File: config.mk
export PLATFORM = sky130hd
export DESIGN_NAME = lct_timer
export DESIGN_NICKNAME = d
export VERILOG_FILES = /design/src/rtl/lct_pkg.sv /design/src/rtl/lct_prescale.sv /design/src/rtl/lct_downcount.sv /design/src/rtl/lct_timer.sv
export SDC_FILE = /design/constraint.sdc
export NUM_CORES = 1
export LEC_CHECK = 0
export CORE_UTILIZATION = 50
export DETAILED_ROUTE_END_ITERATION = 10
export PLACE_DENSITY = 0.79
export SYNTH_ARGS = -nofsm -noshare
export SYNTH_HDL_FRONTEND = slang
export SYNTH_SLANG_ARGS = --single-unit
export TNS_END_PERCENT = 20
File: constraint.sdc
create_clock -name clk -period 4.1 [get_ports clk]
set_input_delay 0.41 -clock clk [delete_from_list [all_inputs] [get_ports clk]]
set_output_delay 0.41 -clock clk [all_outputs]
set_load 0.02 [all_outputs]
File: src/rtl/lct_pkg.sv
package lct_pkg;
  // control word field positions (neighbours decode these)
  localparam int unsigned CTRL_PER_BIT = 17;
  localparam int unsigned CTRL_MSK_BIT = 16;
  localparam int unsigned VEC_W        = 8;
  localparam int unsigned CODE_W       = 3;
  // largest shift is 2^CODE_W - 1, so the phase counter needs that many bits
  localparam int unsigned PHASE_W      = (1 << CODE_W) - 1;

  // scrambled divide code -> prescaler shift, wrapping modulo 8
  function automatic logic [CODE_W-1:0] div_shift(input logic [CODE_W-1:0] code);
    return code + 1'b1;
  endfunction

  // low-ones mask that marks the last phase of a prescaler period
  function automatic logic [PHASE_W-1:0] phase_mask(input logic [CODE_W-1:0] sh);
    logic [PHASE_W:0] one_hot;
    one_hot = {{PHASE_W{1'b0}}, 1'b1} << sh;
    return PHASE_W'(one_hot - 1'b1);
  endfunction
endpackage

File: src/rtl/lct_prescale.sv
module lct_prescale
  import lct_pkg::*;
(
  input  logic              clk,
  input  logic              rst_n,
  input  logic              restart,
  input  logic [CODE_W-1:0] shift,
  output logic              tick
);
  logic [PHASE_W-1:0] phase_q;
  logic [PHASE_W-1:0] last_phase;

  assign last_phase = phase_mask(shift);
  assign tick       = (phase_q & last_phase) == last_phase;

  always_ff @(posedge clk) begin
    if (!rst_n || restart) phase_q <= '0;
    else                   phase_q <= phase_q + 1'b1;
  end
endmodule

File: src/rtl/lct_downcount.sv
module lct_downcount #(
  parameter int unsigned CNT_W = 32
) (
  input  logic             clk,
  input  logic             rst_n,
  input  logic             load,
  input  logic [CNT_W-1:0] load_val,
  input  logic             tick,
  input  logic             periodic,
  input  logic             masked,
  input  logic             reeval,
  output logic [CNT_W-1:0] count,
  output logic [CNT_W-1:0] init_val,
  output logic             period_edge,
  output logic             armed,
  output logic             fire
);
  logic [CNT_W-1:0] count_q, count_d, init_q;
  logic             armed_q, armed_d, at_zero;

  assign at_zero     = (count_q == '0);
  // a boundary is where the count would step below zero
  assign period_edge = !load && tick && at_zero && (periodic || armed_q);
  assign fire        = period_edge && !masked;

  always_comb begin
    count_d = count_q;
    if (load)                count_d = load_val;
    else if (tick) begin
      if (!at_zero)          count_d = count_q - 1'b1;
      else if (periodic)     count_d = init_q;
    end
  end

  always_comb begin
    armed_d = armed_q;
    if (load)                          armed_d = (load_val != '0);
    else if (period_edge && !periodic) armed_d = 1'b0;
    else if (reeval)                   armed_d = (count_d != '0);
  end

  always_ff @(posedge clk) begin
    if (!rst_n) begin
      count_q <= '0;
      init_q  <= '0;
      armed_q <= 1'b0;
    end else begin
      count_q <= count_d;
      armed_q <= armed_d;
      if (load) init_q <= load_val;
    end
  end

  assign count    = count_q;
  assign init_val = init_q;
  assign armed    = armed_q;
endmodule

File: src/rtl/lct_timer.sv
module lct_timer
  import lct_pkg::*;
#(
  parameter int unsigned CNT_W  = 32,
  parameter int unsigned DATA_W = 32
) (
  input  logic              clk,
  input  logic              rst_n,
  input  logic              count_wr,
  input  logic              div_wr,
  input  logic              ctrl_wr,
  input  logic [DATA_W-1:0] wr_data,
  output logic [CNT_W-1:0]  cur_count,
  output logic              expire_o,
  output logic [VEC_W-1:0]  expire_vec_o
);
  logic [CODE_W-1:0] code_q;
  logic [CODE_W-1:0] shift;
  logic [VEC_W-1:0]  vec_q;
  logic              per_q, msk_q;
  logic              tick, fire, period_edge, armed;
  logic [CNT_W-1:0]  init_val;

  always_ff @(posedge clk) begin
    if (!rst_n) begin
      code_q <= '0;
      vec_q  <= '0;
      per_q  <= 1'b0;
      msk_q  <= 1'b1;
    end else begin
      if (div_wr)  code_q <= {wr_data[3], wr_data[1:0]};
      if (ctrl_wr) begin
        vec_q <= wr_data[VEC_W-1:0];
        per_q <= wr_data[CTRL_PER_BIT];
        msk_q <= wr_data[CTRL_MSK_BIT];
      end
    end
  end

  assign shift = div_shift(code_q);

  lct_prescale u_pre (
    .clk     (clk),
    .rst_n   (rst_n),
    .restart (count_wr),
    .shift   (shift),
    .tick    (tick)
  );

  lct_downcount #(.CNT_W(CNT_W)) u_cnt (
    .clk         (clk),
    .rst_n       (rst_n),
    .load        (count_wr),
    .load_val    (wr_data[CNT_W-1:0]),
    .tick        (tick),
    .periodic    (per_q),
    .masked      (msk_q),
    .reeval      (ctrl_wr),
    .count       (cur_count),
    .init_val    (init_val),
    .period_edge (period_edge),
    .armed       (armed),
    .fire        (fire)
  );

  always_ff @(posedge clk) begin
    if (!rst_n) begin
      expire_o     <= 1'b0;
      expire_vec_o <= '0;
    end else begin
      expire_o <= fire;
      if (fire) expire_vec_o <= vec_q;
    end
  end
endmodule

# Yosys cells after proc, flatten, opt, wreduce, memory -nomap -nowiden
# Cells that the tools add are included.
[word_totals] reg_bits=94
[classes] reduce_logical=15 n_shift=1 n_bitwise=1 n_mux=7 eq_ne=1 addsub=4
[ops] cell="32-bit two-way mux" n=4
[ops] cell="32-bit nonzero test" n=2
[ops] cell="32-bit zero test" n=1
[ops] cell="32-bit by 1-bit subtractor with 32-bit output (second input constant)" n=1
[ops] cell="7-bit by 1-bit adder with 7-bit output (second input constant)" n=1
[ops] cell="7-bit AND" n=1
[ops] cell="7-bit equality test" n=1
[ops] cell="1-bit by 3-bit << shifter with 7-bit output (first input constant)" n=1
[ops] cell="7-bit by 1-bit subtractor with 7-bit output (second input constant)" n=1
[ops] cell="1-bit logical AND" n=5
[ops] cell="1-bit zero test" n=4
[ops] cell="3-bit by 1-bit adder with 3-bit output (second input constant)" n=1
[ops] cell="1-bit two-way mux" n=3
[ops] cell="3-bit nonzero test" n=1
[ops] cell="1-bit logical OR" n=2

# Depth between registers and ports, before layout
[logic_depth] depth_word=11 mapped_depth=14

# Modules after synthesis
# A second synthesis with hierarchy kept.
[unflattened] hier_cells=608 hier_area_um2=5093.6
[by_module_without_submodules] mod="lct_downcount" cells_each=499 seq_area_each_um2=1301.2 n_inst=1 area_per_inst_um2=3932.5
[by_module_without_submodules] mod="lct_timer" cells_each=72 seq_area_each_um2=440.4 n_inst=1 area_per_inst_um2=842.1
[by_module_without_submodules] mod="lct_prescale" cells_each=37 seq_area_each_um2=140.1 n_inst=1 area_per_inst_um2=319.1

# Worst setup path after synthesis
# Ideal clock, no wire load.
[synth_timing] path_kind="register -> register" from="register code_q[2]" to="register u_cnt.armed_q (netlist: u_cnt.armed)" path_slack_ns=0.592 synth_period_minus_slack_ns=3.508 path_stages_with_launch=15 setup_ns=0.140 required_ns=3.960 path_buffers=3 arrival_time_ns=3.368 path_cell_list="dfxtp_1 > clkbuf_1 > or3_1 > ha_1 > nor4bb_1 > a311oi_1 > o221ai_1 > or2_2 > clkbuf_1 > clkbuf_1 > a21oi_1 > o31ai_1 > nand4b_1 > nor4_1 > a41oi_1"
[synth_via] elab_chain_cells=11 elab_cells_between_ends=16 cone_classes="add/sub (2); eq/ne (1); shift (1); mux (5); bitwise (1); reduce/logical (6)"
[synth_rtl] item="from (decl)" line_no="lct_timer.sv:17" rtl="logic [CODE_W-1:0] code_q;"
[synth_rtl] item="from (signal assigned)" line_no="lct_timer.sv:31" rtl="if (div_wr) code_q <= {wr_data[3], wr_data[1:0]};"
[synth_rtl] item="3-bit by 1-bit adder with 3-bit output *" line_no="lct_pkg.sv:12" rtl="return code + 1'b1;"
[synth_rtl] item="1-bit by 3-bit << shifter with 7-bit output *" line_no="lct_pkg.sv:18" rtl="one_hot = {{PHASE_W{1'b0}}, 1'b1} << sh;"
[synth_rtl] item="7-bit by 1-bit subtractor with 7-bit output *" line_no="lct_pkg.sv:19" rtl="return PHASE_W'(one_hot - 1'b1);"
[synth_rtl] item="7-bit AND" line_no="lct_prescale.sv:14" rtl="assign tick = (phase_q & last_phase) == last_phase;"
[synth_rtl] item="7-bit equality test *" line_no="lct_prescale.sv:14"
[synth_rtl] item="32-bit two-way mux / 1-bit logical AND (equally long branches)" line_no="lct_downcount.sv:29, lct_downcount.sv:23"
[synth_rtl] item="32-bit two-way mux / 1-bit logical AND (equally long branches)" line_no="lct_downcount.sv:28, lct_downcount.sv:23"
[synth_rtl] item="32-bit nonzero test / 1-bit logical AND (equally long branches)" line_no="lct_downcount.sv:39, lct_downcount.sv:23"
[synth_rtl] item="1-bit two-way mux / 1-bit logical AND (equally long branches)" line_no="lct_downcount.sv:39, lct_downcount.sv:38"
[synth_rtl] item="1-bit two-way mux" line_no="lct_downcount.sv:38" rtl="else if (period_edge && !periodic) armed_d = 1'b0;"
[synth_rtl] item="1-bit two-way mux" line_no="lct_downcount.sv:37" rtl="if (load) armed_d = (load_val != '0);"
[synth_rtl] item="to (signal assigned)" line_no="lct_downcount.sv:49" rtl="armed_q <= armed_d;"
[synth_rtl] item="to (decl)" line_no="lct_downcount.sv:19" rtl="logic armed_q, armed_d, at_zero;"
# Every way passes the cells marked *; elsewhere a longest branch is shown, timed or not. The select of a mux whose other input is x is not followed.
# A chain may end at the register's enable or synchronous reset.

# Worst setup path after layout
# Same ends and word-level chain as after synthesis.

==> reports/results.ini <==
[die]
die_x_um = 103
top_level_ports = 78
core_area_um2 = 9860
die-area_um2 = 10600
initial_utilization_pct = 51.9
die_y_um = 103
core.rowCount = 36

[yosys]
synth_top_area_cell = dfxtp_1
synth_most_common_cell = nor2_1
synth_edf_count = 0
yosysSeqAreaShare_pct = 36.8
synth-main-ff-cell = dfxtp_1
postSynthCellCount = 655
ys_types = 67
async_flop_share_pct = 0
ys.warnings.count = 0
synth_area_um2 = 5120
synth_area_per_cell_um2 = 7.81
synth_area_leaders = dfxtp_1 37%, nor2_1 7.0%, mux2i_1 6.8%
synth_seq_cells = 94
yosys-top-cells-count = 95 x nor2_1, 94 x dfxtp_1, 69 x nand2_1, 50 x a21oi_1, 35 x mux2i_1
synthesis.nets = 696
synth_top_area_share_pct = 36.8

[clock_tree]
holdBufCountCts = 0
worstSkewPairLatency_ns = 0.41
cts_buffers = 9
cts.sinks = 94
cts_root_buf = clkbuf_8
htree_levels = 3
cts_tree = yes
path_clk_slew_ns = 0.10
clk_path_buf_depth = 2
cts_setup_buffers = 0
cts.repair.resized = 0

[placed_design]
dpl_worst_slack_ns = 0.345
dpl_cell_area_um2 = 6060
place_hpwl_um = 12900
gp_congestion = 0.957
portBuffers = 77

[grt]
grt_pass1_wl_um = 27400
grt_use_total_pct = 35.5
antenna_found_initial = 0
grt_max_degree = 74
grt_pass1_vias = 5034
globalRouteOverflowTotal = 0

[detailed_routing]
drc = 0
ant_nets = 0
drt_iter0_drc = 375
vias = 5491
vias_per_cell = 6.34
wire_per_inst_um = 20.9
drt-total-wl_um = 18100
firstDrtPassIters = 5

[sta]
hold_ws_ns = 0.471
final_hold_viol_count = 0
setup_viol = 0
tns_ns = 0
finalCriticalPeriod_ns = 3.85
layout_setup_ws_ns = 0.251
tightest_slew_ns = 0.840
slew_viol_final = 0
max_slew_margin_pct = 43.9
max_freq_mhz = 260
skew_ns = 0.0125
rsz0062_at_grt = no
fin_crit_sh_pct = 93.9

[critical_path]
cp_max_fo = 24
critPathLaunchType = flip-flop
crit_required_ns = 4.38
critPathCaptureType = flip-flop
worstPathArrival_ns = 4.12
worst-setup-path-type = reg -> reg

[final_layout]
finalInstanceArea_um2 = 6320
fillerInstances = 883
n_antenna_cell = 0
drive_gt1_share_pct = 7.78
area_delta_synth_final_pct = 23.5
fin_util_pct = 64.0
final_nets = 769

[pwr]
pwr-share-clk_pct = 35.1
vdd_ir_drop_max_mv = 0.490
power_density_nw_per_um2 = 358
p_comb_share_pct = 20.1
p_sw_share_pct = 31.0
p_int_w = 0.00156
p_leak_nw = 2.34
p_switching_w = 0.000700
seq_power_share_pct = 44.8

[worst_hold_path]
min_path_type = reg -> reg

[outcome]
status = completed

[flow_run]
maxCapViolCount = 0

[through the flow]
stage / power, W / cells
after floorplan: 0.00128 / 655
after global placement: 0.00147 / 850
after detailed placement: 0.00147 / 850
after CTS: 0.00226 / 866
after global routing: 0.00235 / 866
final: 0.00226 / 866
[registers in the layout, indices dropped and copies added (netlist names)]
register,flops
code_q,3
u_cnt.init_val,32
u_cnt.armed,1
vec_q,8
per_q,1
expire_o,1
expire_vec_o,8
u_cnt.count,32
u_pre.phase_q,7
msk_q,1
[power groups by stage]
stage | Sequential, W | Combinational (W) | Clock [W]
after global routing | 0.00102 | 0.000487 | 0.000843
final | 0.00101 | 0.000455 | 0.000793
after global placement | 0.00103 | 0.000439 | 0
after floorplan | 0.00103 | 0.000247 | 0
after CTS | 0.00101 | 0.000446 | 0.000805
after detailed placement | 0.00103 | 0.000443 | 0
[critical path, cell delays in order (launching register included)]
cell,delay [ns]
dfxtp_1,0.43
or3_1,0.43
ha_1,0.27
inv_1,0.14
o32ai_1,0.11
a221o_1,0.38
or2_2,0.52
o41ai_1,0.49
o221ai_1,0.26
nand4b_1,0.25
nor4_1,0.29
a41oi_1,0.15
[metal layers]
metal	GRT usage, %	up-vias	share of wire, %
li1	-	2546	-
met4	15.5	0	4.0
met1	46.0	2594	42
met5	0	-	0
met2	55.7	283	45
met3	9.22	68	9.0
[area by class of cell]
cell class              instances  area [um2]  share of cell area (%)
clock buffers                   9         124                    1.96
clock inverters                 7         130                    2.06
inverters                      14        52.6                   0.832
multi-input cells             507        3010                    47.6
flip-flops and latches         94        1880                    29.8
well taps                     133         166                    2.63
repair buffers                102         953                    15.1
[final timing paths]
kind / cells after the start / startpoint / end / slack, ns
setup / recovery: 11 / code_q[2] / u_cnt.armed / 0.25
hold / removal: 1 / u_pre.phase_q[0] / u_pre.phase_q[0] / 0.47
setup reg to reg: 11 / code_q[2] / u_cnt.armed / 0.25
hold reg to reg: 1 / u_pre.phase_q[0] / u_pre.phase_q[0] / 0.47
[cell usage in the layout (no fill, tap or decap), types with 6 or more instances in the layout]
master,instances
nand4_1,6
nor4_1,17
a31oi_1,6
nand2_1,69
and2_1,15
o31ai_1,8
mux2i_1,35
nand3_1,21
inv_1,13
clkdlybuf4s50_1,76
or3_1,11
buf_4,25
clkbuf_8,9
nor3b_1,6
a21oi_1,50
o221ai_1,6
nor2_1,95
dfxtp_1,94
and3_1,6
a211oi_1,7
o21ai_0,28
nor3_1,25
[logic make-up (layout without fill, tap and decap cells)]
| kind of cell | Yosys count | after routing | share of synthesized area, % |
|---|---|---|---|
| multiplexers | 36 | 36 | 7.07 |
| AO/OA/AOI/OAI | 160 | 160 | 20.6 |
| AND/OR/NAND/NOR | 304 | 304 | 29.7 |
| flip-flops | 94 | 94 | 36.8 |
| adder cells (fa/ha/maj) | 4 | 4 | 0.978 |
| XOR/XNOR | 3 | 3 | 0.514 |
| buffers and inverters | 54 | 132 | 4.43 |
No activity file was read; power rests on OpenSTA's default activity.
